## config.mk

```make
export PLATFORM = sky130hd
export DESIGN_NAME = cbt_top
export DESIGN_NICKNAME = d
export VERILOG_FILES = /design/src/rtl/cbt_pkg.sv /design/src/rtl/cbt_cfg_regs.sv /design/src/rtl/cbt_prescaler.sv /design/src/rtl/cbt_bit_fsm.sv /design/src/rtl/cbt_sampler.sv /design/src/rtl/cbt_top.sv
export SDC_FILE = /design/constraint.sdc
export NUM_CORES = 1
export LEC_CHECK = 0
export ABC_AREA = 1
export BUFFER_PORTS_ARGS = -buffer_cell sky130_fd_sc_hd__buf_2
export CAP_MARGIN = 20
export CORE_AREA = 2 2 97 99
export CTS_CLUSTER_DIAMETER = 40
export CTS_CLUSTER_SIZE = 25
export DETAILED_ROUTE_END_ITERATION = 16
export DIE_AREA = 0 0 99 101
export PLACE_DENSITY_LB_ADDON = 0.05
export SLEW_MARGIN = 10
export SYNTH_ARGS = -nofsm -noshare
export SYNTH_HDL_FRONTEND = slang
export SYNTH_SLANG_ARGS = --single-unit
```

## constraint.sdc

```tcl
create_clock -name clk -period 5.8 [get_ports clk]
set_input_delay 0.87 -clock clk [delete_from_list [all_inputs] [get_ports clk]]
set_output_delay 0.87 -clock clk [all_outputs]
set_load 0.01 [all_outputs]
```

## src/rtl/cbt_pkg.sv

```systemverilog
package cbt_pkg;
  localparam int QLEN_W = 8;
  typedef logic [QLEN_W-1:0] qlen_t;

  typedef enum logic [1:0] {
    SEG_SYNC = 2'd0,
    SEG_PRE  = 2'd1,
    SEG_POST = 2'd2
  } seg_e;

  // Programmed field value to quanta.
  function automatic qlen_t field_len(input qlen_t f);
    return f + qlen_t'(1);
  endfunction

  // Extra quanta for an edge in pre-sample quantum cnt.
  function automatic qlen_t pre_stretch(input qlen_t cnt, input qlen_t jw);
    qlen_t err;
    err = cnt + qlen_t'(1);
    return (err < jw) ? err : jw;
  endfunction

  // New post-sample length for an edge in post-sample quantum cnt.
  function automatic qlen_t post_len(input qlen_t len, input qlen_t cnt, input qlen_t jw);
    qlen_t err;
    qlen_t cut;
    qlen_t nl;
    err = len - cnt;
    cut = (err < jw) ? err : jw;
    nl  = len - cut;
    return (nl < cnt + qlen_t'(1)) ? cnt + qlen_t'(1) : nl;
  endfunction
endpackage

```

## src/rtl/cbt_cfg_regs.sv

```systemverilog
module cbt_cfg_regs #(
  parameter int CFG_W = 16
) (
  input  logic             clk,
  input  logic             rst_n,
  input  logic             cfg_we,
  input  logic [CFG_W-1:0] cfg_wdata,
  input  logic             mode_we,
  input  logic             mode_hold_d,
  input  logic             mode_rxinv_d,
  input  logic             bus_off,
  output logic [CFG_W-1:0] timing_q,
  output logic             hold_q,
  output logic             rxinv_q
);
  always_ff @(posedge clk or negedge rst_n) begin
    if (!rst_n) begin
      timing_q <= '0;
      hold_q   <= 1'b1;
      rxinv_q  <= 1'b0;
    end else begin
      if (cfg_we && hold_q)  timing_q <= cfg_wdata;
      if (mode_we && hold_q) rxinv_q  <= mode_rxinv_d;
      if (bus_off)           hold_q   <= 1'b1;
      else if (mode_we)      hold_q   <= mode_hold_d;
    end
  end

  AST_TIMING_LOCKED: assert property (@(posedge clk) disable iff (!rst_n)
    !hold_q |=> $stable(timing_q));
  AST_RXINV_LOCKED: assert property (@(posedge clk) disable iff (!rst_n)
    !hold_q |=> $stable(rxinv_q));
  AST_BUSOFF_HOLD: assert property (@(posedge clk) disable iff (!rst_n)
    bus_off |=> hold_q);
endmodule

```

## src/rtl/cbt_prescaler.sv

```systemverilog
module cbt_prescaler #(
  parameter int PSC_W = 6
) (
  input  logic             clk,
  input  logic             rst_n,
  input  logic             run,
  input  logic [PSC_W-1:0] pscl,
  output logic             tq_tick
);
  localparam logic [PSC_W-1:0] ONE = 1;
  logic [PSC_W-1:0] pc_q;

  assign tq_tick = run && (pc_q == pscl);

  always_ff @(posedge clk or negedge rst_n) begin
    if (!rst_n)                pc_q <= '0;
    else if (!run || tq_tick)  pc_q <= '0;
    else                       pc_q <= pc_q + ONE;
  end

  AST_PC_IN_RANGE: assert property (@(posedge clk) disable iff (!rst_n)
    run |-> pc_q <= pscl);
  AST_PC_HELD_ZERO: assert property (@(posedge clk) disable iff (!rst_n)
    !run |=> pc_q == '0);
endmodule

```

## src/rtl/cbt_bit_fsm.sv

```systemverilog
module cbt_bit_fsm
  import cbt_pkg::*;
#(
  parameter int PRE_W  = 4,
  parameter int POST_W = 3,
  parameter int JMP_W  = 2
) (
  input  logic              clk,
  input  logic              rst_n,
  input  logic              run,
  input  logic              tq_tick,
  input  logic [PRE_W-1:0]  pre_f,
  input  logic [POST_W-1:0] post_f,
  input  logic [JMP_W-1:0]  jmp_f,
  input  logic              fall_edge,
  output logic              sample_pt,
  output logic              bit_end
);
  qlen_t len_pre, len_post, jw;
  seg_e  seg_q;
  qlen_t cnt_q, len_q, len_adj;
  logic  rs_done_q, rs_hit, last;

  assign len_pre  = field_len(qlen_t'(pre_f));
  assign len_post = field_len(qlen_t'(post_f));
  assign jw       = field_len(qlen_t'(jmp_f));

  always_comb begin
    len_adj = len_q;
    rs_hit  = 1'b0;
    if (fall_edge && !rs_done_q) begin
      if (seg_q == SEG_PRE) begin
        len_adj = len_q + pre_stretch(cnt_q, jw);
        rs_hit  = 1'b1;
      end else if (seg_q == SEG_POST) begin
        len_adj = post_len(len_q, cnt_q, jw);
        rs_hit  = 1'b1;
      end
    end
  end

  assign last      = (cnt_q + qlen_t'(1)) == len_adj;
  assign sample_pt = tq_tick && (seg_q == SEG_PRE)  && last;
  assign bit_end   = tq_tick && (seg_q == SEG_POST) && last;

  always_ff @(posedge clk or negedge rst_n) begin
    if (!rst_n) begin
      seg_q     <= SEG_SYNC;
      cnt_q     <= '0;
      len_q     <= qlen_t'(1);
      rs_done_q <= 1'b0;
    end else if (!run) begin
      seg_q     <= SEG_SYNC;
      cnt_q     <= '0;
      len_q     <= qlen_t'(1);
      rs_done_q <= 1'b0;
    end else begin
      len_q <= len_adj;
      if (rs_hit) rs_done_q <= 1'b1;
      if (tq_tick) begin
        if (last) begin
          cnt_q <= '0;
          case (seg_q)
            SEG_SYNC: begin
              seg_q <= SEG_PRE;
              len_q <= len_pre;
            end
            SEG_PRE: begin
              seg_q <= SEG_POST;
              len_q <= len_post;
            end
            default: begin
              seg_q     <= SEG_SYNC;
              len_q     <= qlen_t'(1);
              rs_done_q <= 1'b0;
            end
          endcase
        end else begin
          cnt_q <= cnt_q + qlen_t'(1);
        end
      end
    end
  end

  AST_SYNC_SINGLE_TQ: assert property (@(posedge clk) disable iff (!rst_n)
    seg_q == SEG_SYNC |-> (cnt_q == '0 && len_q == qlen_t'(1)));
  AST_PRE_STRETCH_BOUND: assert property (@(posedge clk) disable iff (!rst_n)
    seg_q == SEG_PRE |-> (len_q >= len_pre && len_q <= len_pre + jw));
  AST_POST_SHRINK_BOUND: assert property (@(posedge clk) disable iff (!rst_n)
    seg_q == SEG_POST |-> (len_q <= len_post && len_q + jw >= len_post && cnt_q < len_q));
  AST_ONE_RESYNC: assert property (@(posedge clk) disable iff (!rst_n)
    (run && rs_done_q && !tq_tick) |=> $stable(len_q));
endmodule

```

## src/rtl/cbt_sampler.sv

```systemverilog
module cbt_sampler #(
  parameter int NSAMP = 3
) (
  input  logic clk,
  input  logic rst_n,
  input  logic run,
  input  logic tq_tick,
  input  logic rxp,
  input  logic vote_en,
  input  logic sample_pt,
  output logic rx_bit
);
  logic [NSAMP-1:0] win_q, win_d;
  logic             maj;

  assign win_d = {win_q[NSAMP-2:0], rxp};
  assign maj   = $countones(win_d) > (NSAMP / 2);

  always_ff @(posedge clk or negedge rst_n) begin
    if (!rst_n) begin
      win_q  <= '1;
      rx_bit <= 1'b1;
    end else begin
      if (!run)         win_q <= '1;
      else if (tq_tick) win_q <= win_d;
      if (sample_pt)    rx_bit <= vote_en ? maj : rxp;
    end
  end

  AST_SINGLE_SAMPLE: assert property (@(posedge clk) disable iff (!rst_n)
    (sample_pt && !vote_en) |=> rx_bit == $past(rxp));
  AST_VOTE_UNANIMOUS_HIGH: assert property (@(posedge clk) disable iff (!rst_n)
    (sample_pt && vote_en && (&win_d)) |=> rx_bit);
endmodule

```

## src/rtl/cbt_top.sv

```systemverilog
module cbt_top
  import cbt_pkg::*;
#(
  parameter int PSC_W  = 6,
  parameter int JMP_W  = 2,
  parameter int PRE_W  = 4,
  parameter int POST_W = 3,
  parameter int NSAMP  = 3,
  localparam int CFG_W = PSC_W + JMP_W + PRE_W + POST_W + 1
) (
  input  logic             clk,
  input  logic             rst_n,
  input  logic             cfg_we,
  input  logic [CFG_W-1:0] cfg_wdata,
  input  logic             mode_we,
  input  logic             mode_hold_d,
  input  logic             mode_rxinv_d,
  input  logic             bus_off,
  input  logic             rx_raw,
  output logic [CFG_W-1:0] timing_q,
  output logic             hold_q,
  output logic             rxinv_q,
  output logic             rx_bit,
  output logic             sample_stb,
  output logic             bit_start_stb
);
  localparam int JMP_LO  = PSC_W;
  localparam int PRE_LO  = JMP_LO + JMP_W;
  localparam int POST_LO = PRE_LO + PRE_W;
  localparam int VOTE_B  = POST_LO + POST_W;

  logic run, rxp, rxp_q, fall_edge, tq_tick, sample_pt, bit_end;

  cbt_cfg_regs #(.CFG_W(CFG_W)) u_regs (
    .clk, .rst_n, .cfg_we, .cfg_wdata, .mode_we, .mode_hold_d,
    .mode_rxinv_d, .bus_off, .timing_q, .hold_q, .rxinv_q
  );

  assign run       = !hold_q;
  assign rxp       = rx_raw ^ rxinv_q;
  assign fall_edge = run && rxp_q && !rxp;

  always_ff @(posedge clk or negedge rst_n) begin
    if (!rst_n) begin
      rxp_q         <= 1'b1;
      sample_stb    <= 1'b0;
      bit_start_stb <= 1'b0;
    end else begin
      rxp_q         <= rxp;
      sample_stb    <= sample_pt;
      bit_start_stb <= bit_end;
    end
  end

  cbt_prescaler #(.PSC_W(PSC_W)) u_psc (
    .clk, .rst_n, .run, .pscl(timing_q[PSC_W-1:0]), .tq_tick
  );

  cbt_bit_fsm #(.PRE_W(PRE_W), .POST_W(POST_W), .JMP_W(JMP_W)) u_fsm (
    .clk, .rst_n, .run, .tq_tick,
    .pre_f(timing_q[PRE_LO +: PRE_W]),
    .post_f(timing_q[POST_LO +: POST_W]),
    .jmp_f(timing_q[JMP_LO +: JMP_W]),
    .fall_edge, .sample_pt, .bit_end
  );

  cbt_sampler #(.NSAMP(NSAMP)) u_smp (
    .clk, .rst_n, .run, .tq_tick, .rxp,
    .vote_en(timing_q[VOTE_B]), .sample_pt, .rx_bit
  );

  AST_QUIET_IN_HOLD: assert property (@(posedge clk) disable iff (!rst_n)
    hold_q |=> (!sample_stb && !bit_start_stb));
  AST_STROBES_APART: assert property (@(posedge clk) disable iff (!rst_n)
    !(sample_stb && bit_start_stb));
endmodule

```

Word-level counts from Yosys, hierarchy flattened
Index checks and enable logic that the tools add are counted.
{ "op_classes": {"n_addsub": 10, "magnitude_cmp": 4, "n_eq_ne": 4, "muxes": 31, "n_bitwise": 1, "n_reduce_logical": 20} }
{ "ops": {"columns": ["op", "n"], "rows": [
  ["8-bit 2-to-1 mux", 12],
  ["32-bit by 2-bit > comparator with 1-bit output (second input constant)", 1],
  ["8-bit less-than comparator", 3],
  ["8-bit one-hot mux with 2 select lines", 1],
  ["8-bit subtractor", 2],
  ["1-bit 2-to-1 mux", 11],
  ["1-bit logical AND", 10],
  ["2-bit 2-to-1 mux", 5],
  ["8-bit by 1-bit adder with 8-bit output (second input constant)", 1],
  ["8-bit adder", 1],
  ["8-bit == test", 1],
  ["6-bit by 1-bit adder with 6-bit output (second input constant)", 1],
  ["6-bit == test", 1],
  ["6-bit 2-to-1 mux", 1],
  ["2-bit nonzero test", 3],
  ["4-bit by 1-bit adder with 5-bit output (second input constant)", 1],
  ["3-bit by 1-bit adder with 4-bit output (second input constant)", 1],
  ["2-bit one-hot mux with 2 select lines", 1],
  ["2-bit by 1-bit adder with 3-bit output", 1],
  ["2-bit by 1-bit adder with 3-bit output (second input constant)", 1],
  ["1-bit logical NOT", 3],
  ["1-bit by 1-bit adder with 2-bit output", 1],
  ["2-bit by 1-bit == test with 1-bit output (second input constant)", 1],
  ["2-bit == test (second input constant)", 1],
  ["5 further kinds", 5]
]} }
{ "word_totals": {"register_bits": 49, "in_bits": 24, "output_inout_bits": 21, "wordCells": 83} }

Depth between registers and ports, before layout
Gate-level depths: netlist of run 1.
{ "depth": {"word_depth": 13, "depth_mapped": 44, "depth_no_buf": 43} }

Modules after synthesis
Synthesis of run 1 repeated with hierarchy kept, for this count alone.
{ "hier_totals": {"hier_cells": 670, "area_unflattened_um2": 4550.6} }
{ "modules_own_cells": {"columns": ["mod", "n_inst", "cells_each", "area_per_inst_um2", "seq_area_each_um2"], "rows": [
  ["cbt_bit_fsm", 1, 499, 3071.7, 476.7],
  ["cbt_cfg_regs", 1, 81, 819.5, 451.7],
  ["cbt_prescaler", 1, 60, 394.1, 150.1],
  ["cbt_sampler", 1, 19, 153.9, 78.8],
  ["cbt_top", 1, 11, 111.4, 76.3]
]} }

Worst setup path before layout of run 1
No wires, ideal clock.
{ "synth_timing": {"path_type": "register to register", "start": "register u_fsm.len_q[0]", "end": "register u_fsm.seg_q[1]", "setup_ns": 0.118, "t_arrival_ns": 5.018, "required_time_ns": 5.682, "path_slack_ns": 0.664, "path_stages_with_launch": 39, "path_buffers": 1, "synth_period_minus_slack_ns": 5.136, "cell_sequence": "dfstp_2 > inv_1 > ha_1 > inv_1 > fa_1 > ha_1 > a21o_1 > a221oi_1 > nand4_1 > o21ai_0 > inv_1 > ha_1 > nand3_1 > nand2_1 > nand2_1 > nand2_1 > nand2_1 > nand2_1 > (+3 left out) > nor2_1 > o21a_1 > buf_2 > nand2_4 > nand2_1 > nand3_1 > nand2_1 > nand2_2 > nand2_1 > nand2_1 > nand2_1 > nand2_2 > nor2_8 > nand3_4 > nand2_4 > nand2_2 > nand2_1 > nand2_1"} }
{ "synth_between": {"elab_chain_len": 12, "word_cells_on_any_way": 13, "cone_classes": "add/sub (3); order compare (2); eq/ne (1); mux (5); reduce/logical (2)"} }
{ "synth_rtl": {"columns": ["element", "line", "source"], "rows": [
  ["start, declared", "cbt_bit_fsm.sv:21", "qlen_t cnt_q, len_q, len_adj;"],
  ["start signal, assigned", "cbt_bit_fsm.sv:50", "len_q <= qlen_t'(1);"],
  ["start signal, assigned", "cbt_bit_fsm.sv:55", "len_q <= qlen_t'(1);"],
  ["start signal, assigned", "cbt_bit_fsm.sv:58", "len_q <= len_adj;"],
  ["8-bit subtractor", "cbt_pkg.sv:28", "err = len - cnt;"],
  ["8-bit less-than comparator", "cbt_pkg.sv:29", "cut = (err < jw) ? err : jw;"],
  ["8-bit 2-to-1 mux", "cbt_pkg.sv:29", null],
  ["8-bit subtractor", "cbt_pkg.sv:30", "nl = len - cut;"],
  ["8-bit less-than comparator", "cbt_pkg.sv:31", "return (nl < cnt + qlen_t'(1)) ? cnt + qlen_t'(1) : nl;"],
  ["8-bit 2-to-1 mux", "cbt_pkg.sv:31", null],
  ["8-bit 2-to-1 mux", "cbt_bit_fsm.sv:35", "end else if (seg_q == SEG_POST) begin"],
  ["8-bit 2-to-1 mux", "cbt_bit_fsm.sv:32", "if (seg_q == SEG_PRE) begin"],
  ["8-bit 2-to-1 mux *", "cbt_bit_fsm.sv:31", "if (fall_edge && !rs_done_q) begin"],
  ["8-bit == test *", "cbt_bit_fsm.sv:42", "assign last = (cnt_q + qlen_t'(1)) == len_adj;"],
  ["2-bit nonzero test (no source line) *", null, null],
  ["2-bit AND reduction (no source line) *", null, null],
  ["end signal, assigned", "cbt_bit_fsm.sv:48", "seg_q <= SEG_SYNC;"],
  ["end signal, assigned", "cbt_bit_fsm.sv:53", "seg_q <= SEG_SYNC;"],
  ["end signal, assigned", "cbt_bit_fsm.sv:65", "seg_q <= SEG_PRE;"],
  ["end, declared", "cbt_bit_fsm.sv:20", "seg_e seg_q;"]
]} }
Mark *: on every way between the ends. The rest lies on a longest branch, timed or not.
A chain may end at the register's enable or synchronous reset.

Final worst setup path of run 1
{ "layout_timing": {"start": "register u_fsm.len_q[0]", "end": "register u_fsm.seg_q[0]"} }
The elaborated chain is that of the path after synthesis.

==> out/metrics.cfg, run 1 <==
[run_status]
status = completed

[floorplan]
std_cell_rows = 35
die_w_um = 99
initial_core_util = 0.486
floorplan.core_area_um2 = 8980
dieArea_um2 = 10000
pin_count = 45
die_y_um = 101

[yosys]
synth.distinct_cells = 41
synth_edf_count = 0
yosysWarningCount = 0
yosysSeqAreaShare = 0.283
synth-main-ff-cell = dfrtp_1
ys_seq_elements = 49
syn_inst = 604
synthesis.area_um2 = 4370
ys_async_sr_fraction = 1.00
avgSynthCellArea_um2 = 7.23

[setup_path]
cpPeakStageDelay_ns = 0.56
cp.arrival_ns = 5.69
cpLargestDelayFamily = simple AND/OR/NAND/NOR gates
slowest_stage = dfstp_2
critPathKind = reg -> reg
cp.required_ns = 5.99
crit_top_cell = nand2_2
path_max_fanout = 6
start_kind = flop
critPathBufInv = 5
worstSetupEndpointType = flop

[detailed_routing]
drt-initial-drc-count = 179
drc = 0
ant_nets = 0
routed_wl_um = 11300
top_layer = met4
wl_met3_um = 493
via_count = 4047
wl_met1_um = 4990
wire_per_inst_um = 14.5
drt_first_pass_iters = 5
wl_met2_um = 5500
viasPerCell = 5.20

[clock_tree]
clkLatencyLatePin_ns = 0.30
cts_made_buffers = 5
clockBufferDepth = 2
cts_root_buffer = clkbuf_8
cts_hold_buffers = 0
clock-sinks = 49
clkTransAtPathRegs_ns = 0.09
h-tree-depth = 2
cts_tree = done

[timing]
holdWs_ns = 0.465
setup_viol = 0
fin_crit_sh = 0.948
period_needed_ns = 5.50
fmaxAchievable_ghz = 0.182
maxSlewViolCount = 0
tightest_slew_ns = 0.806
skew_ns = 0.00736
timing.slew.headroom = 0.461
finalHoldViolations = 0

[global_routing]
grt_overflow = 0
grt_usage = 0.229
grt_pass1_vias = 3788
grt_max_degree = 50
grt_pass1_wl_um = 18200
antenna_found_initial = 0

[min_path]
hp-class = reg -> reg

[flow_run]
cap_violations = 0

[place]
place_hpwl_um = 8810
port_buffers = 44
gp_routability_congestion = 0.971
place_area_um2 = 4740

[final_layout]
drive_gt1_frac = 0.223
diodes = 0
final_area_um2 = 5050
nNetsFinal = 736
final_util = 0.563
area_delta_synth_final_pct = 15.6

[power_and_ir_drop]
p_leak_nw = 2.67
power_mw = 1.17
peakVddDrop_mv = 0.177
pwr_density_cell_nw_per_um2 = 233

[state kept, by name, summed over array words and instances (netlist names)]
| register | cells |
|---|---|
| rxp_q | 1 |
| u_fsm.cnt_q | 8 |
| u_regs.timing_q | 16 |
| sample_stb | 1 |
| u_fsm.rs_done_q | 1 |
| u_smp.rx_bit | 1 |
| u_psc.pc_q | 6 |
| u_fsm.len_q | 8 |
| u_fsm.seg_q | 2 |
| bit_start_stb | 1 |
| u_smp.win_q | 2 |
| u_regs.rxinv_q | 1 |
| u_regs.hold_q | 1 |
[cells in the mapped netlist (all sizes together) (4+ instances only)]
library cell / count / area [µm²]
nand3: 51 / 295
dfrtp: 43 / 1080
xnor2: 7 / 61.3
dfstp: 6 / 158
nor2: 44 / 199
a21o: 4 / 30.0
clkbuf: 4 / 15.0
xor2: 11 / 104
o21ai: 23 / 119
mux2: 13 / 146
o22ai: 8 / 50.1
nand4: 10 / 62.6
inv: 98 / 368
a21oi: 34 / 170
ha: 43 / 538
buf: 5 / 30.0
nand2: 176 / 733
[worst paths after layout]
| check | to | start | depth (start not counted) | slack [ns] |
|---|---|---|---|---|
| max reg2reg | u_fsm.seg_q[0] | u_fsm.len_q[0] | 35 | 0.30 |
| max | u_fsm.seg_q[0] | u_fsm.len_q[0] | 35 | 0.30 |
| max in group asynchronous | u_fsm.len_q[2] | rst_n | 2 | 4.70 |
| min in group asynchronous | u_regs.timing_q[6] | rst_n | 2 | 0.66 |
| min | u_smp.rx_bit | u_smp.rx_bit | 2 | 0.47 |
| min reg2reg | u_smp.rx_bit | u_smp.rx_bit | 2 | 0.47 |
[cell usage in the layout, fill, tap and decap left out, drive strengths merged]
master	count
ha	43
a21boi	3
nor3	2
clkinv	1
a21o	4
a31oi	3
nand2	177
nand3	51
mux2	13
a221oi	1
xor2	11
o22ai	8
nand4	10
or2	2
inv	98
conb	8
dfstp	6
o31ai	1
o32a	1
o21ai	23
fa	3
a22o	1
a21oi	34
buf	57
xnor2	7
o21a	2
clkbuf	7
dfrtp	43
a2111oi	2
nor2	44
a22oi	1
[worst register-to-register path: cells and delay by family (launching register included)]
family                   cells  cell delay, ns
AO/OA/AOI/OAI                4            0.75
flip-flops                   1            0.56
AND/OR/NAND/NOR             20            1.79
adder cells (fa/ha/maj)      6            1.76
buffers and inverters        5            0.50
[what timing repair did]
action                                 4_1_cts  5_1_grt
pin swaps                                    0       14
endpoints found under the hold margin        0        0
cloned                                       0        1
setup endpoints to repair                    1       22
gates resized for setup                      1       29
buffers inserted                             0        8
[metrics by stage]
stage | setup WS (ns) | TNS (ns) | cells
6_report | 0.299 | 0 | 778
5_1_grt | -0.0473 | -0.0942 | 778
4_1_cts | 0.0260 | 0 | 769
3_5_place_dp | 0.0168 | 0 | 761
3_3_place_gp | 0.150 | 0 | 761
2_1_floorplan | 0.664 | 0 | 610
[cell families after synthesis]
logic type,Yosys count,synth area share
multiplexers,13,0.0335
flip-flops,49,0.283
buffers and inverters,107,0.0946
other,2,0.00172
AND/OR/NAND/NOR,285,0.301
AO/OA/AOI/OAI,84,0.112
adder cells (fa/ha/maj),46,0.137
XOR/XNOR,18,0.0378
[cell type report]
| type | count | area (µm²) |
|---|---|---|
| clock buffer | 7 | 96.3 |
| clock inverter | 1 | 5.00 |
| fill | 891 | 3930 |
| inverter | 98 | 368 |
| multi-input combinational | 455 | 2860 |
| sequential | 49 | 1230 |
| tap | 111 | 139 |
| timing repair buffer | 57 | 347 |
[routing by layer]
metal  vias to the layer above  track usage
li1                       2068            -
met1                      1849        0.301
met2                       111        0.387
met4                         0        0.103
met5                         -            0
met3                        19       0.0173
[power breakdown]
part	total, mW	switching [mW]	internal [mW]
Sequential	0.388	0.0226	0.365
Clock	0.220	0.112	0.108
Combinational	0.568	0.332	0.236
No activity file was read; power rests on OpenSTA's default activity.
==> inputs of run 2 (changes only) <==
- ABC_AREA: 1 -> 0
- CORE_AREA: 2 2 97 99 -> 2 2 98 100
- DIE_AREA: 0 0 99 101 -> 0 0 100 102
- PLACE_DENSITY_LB_ADDON: 0.05 -> 0.1
==> out/metrics.cfg, run 2 <==
[run_status]
status = finished, violations left
violations = negative setup slack

[final_layout]
multi_input_area_um2 = 3230
final_common_cell = buf_4
instances_no_fill = 720
final_cell_mix = buf_4 (76), buf_2 (44), dfrtp_1 (43), ha_1 (40), nand2_1 (39)
final_area_um2 = 5730
top_register = u_regs.timing_q
diodes = 0
area_delta_synth_final_pct = 28.7
drive_gt1_frac = 0.346
register_area_um2 = 1230
largest_reg_flops = 16
nNetsFinal = 678
final_util = 0.629
reg_top3 = u_regs.timing_q (16), u_fsm.cnt_q (8), u_fsm.len_q (8)
fillers = 778

[setup_path]
cp.required_ns = 6.00
r2r_cells = 33
cp.arrival_ns = 7.05
worstSetupEndpointType = flop
r2r_start = u_fsm.len_q[0]
crit_top_cell = buf_4
start_kind = flop
r2r_end = u_fsm.len_q[4]
slowest_stage = dfstp_2
crit_start = u_fsm.len_q[0]
path_max_fanout = 4
cp-endpoint = u_fsm.len_q[4]
cpPeakStageDelay_ns = 0.55
rrSetupSlack_ns = -1.05
critPathKind = reg -> reg

[floorplan]
initial_core_util = 0.488
floorplan.core_area_um2 = 9110
std_cell_rows = 35
dieArea_um2 = 10200
pin_count = 45
die_y_um = 102
die_w_um = 100

[min_path]
hp-class = reg -> reg

[timing]
rsz0062_at_grt = true
timing.slew.headroom = 0.367
period_needed_ns = 6.85
tightest_slew_ns = 0.949
setup_viol = 22
finalHoldViolations = 0
setup_slack_ns = -1.05
fin_crit_sh = 1.18
skew_ns = 0.0189
maxSlewViolCount = 0
tns_ns = -21.47
fmaxAchievable_ghz = 0.146

[detailed_routing]
ant_nets = 0
via_count = 4250
drt_first_pass_iters = 5
routed_wl_um = 13100
viasPerCell = 5.90
wire_per_inst_um = 18.2
drc = 0
drt-initial-drc-count = 382

[clock_tree]
cts_hold_buffers = 0
cts_root_buffer = clkbuf_8
clkLatencyLatePin_ns = 0.32
clkTransAtPathRegs_ns = 0.11
clock-sinks = 49
clockBufferDepth = 2
cts_made_buffers = 5
cts_tree = done
h-tree-depth = 2

[power_and_ir_drop]
pwr_density_cell_nw_per_um2 = 189
p_leak_nw = 2.60
power_mw = 1.08
peakVddDrop_mv = 0.138

[yosys]
synthesis.area_um2 = 4450
synth_simple_gate_area_frac = 0.166
syn_inst = 481
ys_async_sr_fraction = 1.00
netlist.area_leader.share = 0.242
synth_compound_area_frac = 0.232
synth_edf_count = 0
synth_top_family_by_area = compound AO/OA/AOI/OAI gates
synthAdderAreaFrac = 0.134
avgSynthCellArea_um2 = 9.25
ys_seq_elements = 49
synth.distinct_cells = 75
yosys-top-cells-count = dfrtp_1 (43), ha_1 (43), nand2_1 (40), inv_1 (33), nor2_1 (31)
synthMuxAreaShare = 0.0852
synthXorXnorAreaFrac = 0.0546
yosysSeqAreaShare = 0.277
synth_top_area_cell = dfrtp_1
yosysWarningCount = 0
synth-main-ff-cell = dfrtp_1
synthTopCellsByArea = dfrtp_1 (24%), ha_1 (12%), mux2_2 (5.6%), dfstp_2 (3.5%), nand2_1 (3.4%)

[global_routing]
grt_pass1_vias = 4269
grt_pass1_wl_um = 21200
grt_max_degree = 50
antenna_found_initial = 0
grt_usage = 0.266
grt_overflow = 0

[place]
port_buffers = 44
dp_cells = 698
gp_routability_congestion = 0.985
place_hpwl_um = 10100
place_area_um2 = 5320

[flow_run]
cap_violations = 0

==> run 2: cell types whose count changed after synthesis, moves of 8 or more <==
cell	delta
inv_1	-60
mux2_2	+9
mux2i_1	+12
nand2_1	-115
nand2_2	-17
nand2b_1	+8
nand3_1	-29
nor2b_1	+9
==> run 2: cell families (layout without fill, tap and decap cells) <==
group                    after synthesis  after routing
adder cells (fa/ha/maj)               46             46
other                                  2              8
XOR/XNOR                              26             26
AO/OA/AOI/OAI                        135            135
flip-flops                            49             49
AND/OR/NAND/NOR                      139            139
buffers and inverters                 49            171
multiplexers                          35             35
==> run 2: worst min path at each step <==
| stage | start | endpoint | slack [ns] | depth (start not counted) |
|---|---|---|---|---|
| global route | u_smp.win_q[0] | u_smp.win_q[0] | 0.54 | 2 |
| detailed placement | u_smp.win_q[0] | u_smp.win_q[0] | 0.51 | 2 |
| floorplan | u_psc.pc_q[0] | u_psc.pc_q[0] | 0.47 | 1 |
| finish | u_psc.pc_q[0] | u_psc.pc_q[0] | 0.52 | 1 |
| CTS | u_psc.pc_q[0] | u_psc.pc_q[0] | 0.53 | 1 |
| global placement | u_smp.win_q[0] | u_smp.win_q[0] | 0.50 | 2 |
==> run 2: worst max-delay path, delay by kind of cell, from the launching register on <==
family	cells	cell delay, ns
flops	1	0.55
compound gates	12	2.06
buf+inv	7	0.81
fa+ha+maj	5	1.36
simple gates	7	1.34
mux	2	0.56
==> run 2: final cells by class <==
cell class | count | share of cell area
multi-input combinational | 389 | 0.564
sequential | 49 | 0.215
timing repair buffer | 128 | 0.154
tap | 111 | 0.0243
inverter | 35 | 0.0229
clock buffer | 6 | 0.0127
clock inverter | 2 | 0.00677
==> run 2: what timing repair did <==
action	CTS	global route
setup endpoints to repair	22	22
setup buffers	10	5
pin swaps	20	16
gates resized for setup	29	17
==> run 2: power breakdown <==
part | internal, mW | leakage (nW) | switching (mW)
clock | 0.130 | 0.0554 | 0.128
combinational | 0.218 | 1.92 | 0.217
sequential | 0.363 | 0.624 | 0.0241
total | 0.711 | 2.60 | 0.369
==> run 2: metrics by stage <==
step,hold slack (ns),setup WS [ns]
6_report,0.524,-1.05
4_1_cts,0.526,-1.04
2_1_floorplan,0.473,-0.958
3_5_place_dp,0.510,-1.16
5_1_grt,0.544,-1.34
3_3_place_gp,0.498,-1.01
==> run 2: layer usage <==
layer | GRT usage | wire length [µm] | vias up
met5 | 0 | 0 | -
met4 | 0.0917 | 424 | 0
met3 | 0.0458 | 733 | 33
met2 | 0.448 | 6310 | 161
met1 | 0.347 | 5640 | 2034
li1 | - | - | 2022
==> inputs of run 3 (changes only) <==
- CORE_AREA: 2 2 98 100 -> 2 2 75 130
- CTS_BUF_LIST: not set -> sky130_fd_sc_hd__clkbuf_4 sky130_fd_sc_hd__clkbuf_8 sky130_fd_sc_hd__clkbuf_16
- DIE_AREA: 0 0 100 102 -> 0 0 77 132
==> out/metrics.cfg, run 3 (synthesized netlist as in run 2, its figures left out) <==
[min_path]
hp-class = reg -> reg
min-delay-start = u_psc.pc_q[0]

[detailed_routing]
wl_met1_um = 5170
routed_wl_um = 13400
drc = 0
wire_per_inst_um = 18.3
top_layer = met4
drt-initial-drc-count = 286
viasPerCell = 5.76
via_count = 4206
wl_met2_um = 7190
drt_first_pass_iters = 5
wl_met3_um = 402
ant_nets = 0

[final_layout]
largest_reg_flops = 16
reg_top3 = u_regs.timing_q (16), u_fsm.cnt_q (8), u_fsm.len_q (8)
drive_gt1_frac = 0.344
top_register = u_regs.timing_q
fillers = 862
final_cell_mix = buf_4 (77), buf_2 (44), dfrtp_1 (43), ha_1 (41), nand2_1 (39)
multi_input_area_um2 = 3180
final_common_cell = buf_4
register_area_um2 = 1230
instances_no_fill = 730
area_delta_synth_final_pct = 29.1
diodes = 0
nNetsFinal = 679
final_area_um2 = 5740
final_util = 0.631

[setup_path]
slowest_stage = dfstp_2
crit_start = u_fsm.len_q[0]
critPathKind = reg -> reg
cp.required_ns = 5.98
r2r_start = u_fsm.len_q[0]
start_kind = flop
worstSetupEndpointType = flop
cp.arrival_ns = 7.03
cpPeakStageDelay_ns = 0.54
path_max_fanout = 6

[timing]
period_needed_ns = 6.85
holdWs_ns = 0.519
setup_viol = 22
fin_crit_sh = 1.18
tightest_slew_ns = 1.01
maxSlewViolCount = 0
skew_ns = 0.00760
setup_slack_ns = -1.05
fmaxAchievable_ghz = 0.146
rsz0062_at_grt = true
timing.slew.headroom = 0.328
finalHoldViolations = 0

[global_routing]
antenna_found_initial = 0
grt_max_degree = 50
grt_pass1_vias = 4291
grt_usage = 0.270
grt_overflow = 0
grt_pass1_wl_um = 21500

[run_status]
violations = negative setup slack
status = finished, violations left

[clock_tree]
cts_tree = done
clockBufferDepth = 2
cts_root_buffer = clkbuf_16
h-tree-depth = 2
clkTransAtPathRegs_ns = 0.07
cts_made_buffers = 5
clock-sinks = 49
cts_hold_buffers = 0
clkLatencyLatePin_ns = 0.30

[power_and_ir_drop]
internal_power_mw = 0.743
p_leak_nw = 2.62
power_mw = 1.11
p_switching_mw = 0.365
power_frac_comb = 0.383
seqPwrFrac = 0.351
switching_share = 0.329
clkPwrFrac = 0.266
peakVddDrop_mv = 0.266
pwr_density_cell_nw_per_um2 = 193

[place]
port_buffers = 44
place_area_um2 = 5370
gp_routability_congestion = 1.00
dp_cells = 711
place_hpwl_um = 10600

[floorplan]
pin_count = 45
die_y_um = 132
die_w_um = 77
floorplan.core_area_um2 = 9090
dieArea_um2 = 10200
std_cell_rows = 46
initial_core_util = 0.489

[flow_run]
cap_violations = 0

[run 3: cell types whose count changed in the layout (fill, tap and decap cells not counted), moves of 2 or more]
| cell | delta |
|---|---|
| a21oi_4 | -2 |
| mux2_2 | +2 |
| nor2_4 | +2 |
| clkbuf_16 | +5 |
| a21boi_1 | -2 |
| clkbuf_8 | -5 |
| nor2_2 | -2 |
| a21boi_0 | +2 |
[run 3: worst max-delay path, delay by kind of cell, from the launching register on]
family                     cells  cell delay (ns)
adders and majority gates      5             1.38
AOI/OAI and AO/OA             11             2.01
DFF                            1             0.54
and+or+nand+nor                7             1.99
muxes                          2             0.52
buffers and inverters          3             0.25
[run 3: path summary, 6_finish.rpt]
kind / end / slack [ns] / cells after the start
worst max-delay path: u_fsm.len_q[3] / -1.05 / 28
worst min-delay path: u_psc.pc_q[0] / 0.52 / 1
worst max register to register: u_fsm.len_q[3] / -1.05 / 28
worst min register to register: u_psc.pc_q[0] / 0.52 / 1
max in group asynchronous: u_regs.timing_q[1] / 4.70 / 2
min in group asynchronous: u_fsm.seg_q[1] / 0.67 / 2
[run 3: routing by layer]
metal	GRT usage	up-vias
met3	0.0219	24
met5	0	-
met1	0.304	2028
li1	-	2027
met4	0.133	0
met2	0.500	127
[run 3: final cells by class]
cell class	count	share of cell area
Clock inverter	2	0.00240
Sequential cell	49	0.215
Timing Repair Buffer	129	0.156
Multi-Input combinational cell	389	0.554
Clock buffer	6	0.0231
Inverter	35	0.0229
Tap cell	120	0.0261
[run 3: what timing repair did]
item | 4_1_cts | 5_1_grt
pin swaps | 11 | 6
buffers inserted | 9 | 3
resized for setup | 25 | 10
setup endpoints to repair | 22 | 22
[run 3: per-stage QoR]
stage	setup WS, ns	TNS, ns
floorplan	-0.958	-16.11
finish	-1.05	-20.95
global placement	-1.12	-22.46
CTS	-1.10	-22.34
global route	-1.27	-26.05
detailed placement	-1.26	-25.45
[run 3: power by group through the flow]
stage / sequential [mW] / combinational, mW / clock, mW
final: 0.389 / 0.424 / 0.294
after detailed placement: 0.395 / 0.392 / 0
after CTS: 0.389 / 0.414 / 0.303
after floorplan: 0.396 / 0.233 / 0
after global routing: 0.392 / 0.465 / 0.316
after global placement: 0.394 / 0.386 / 0
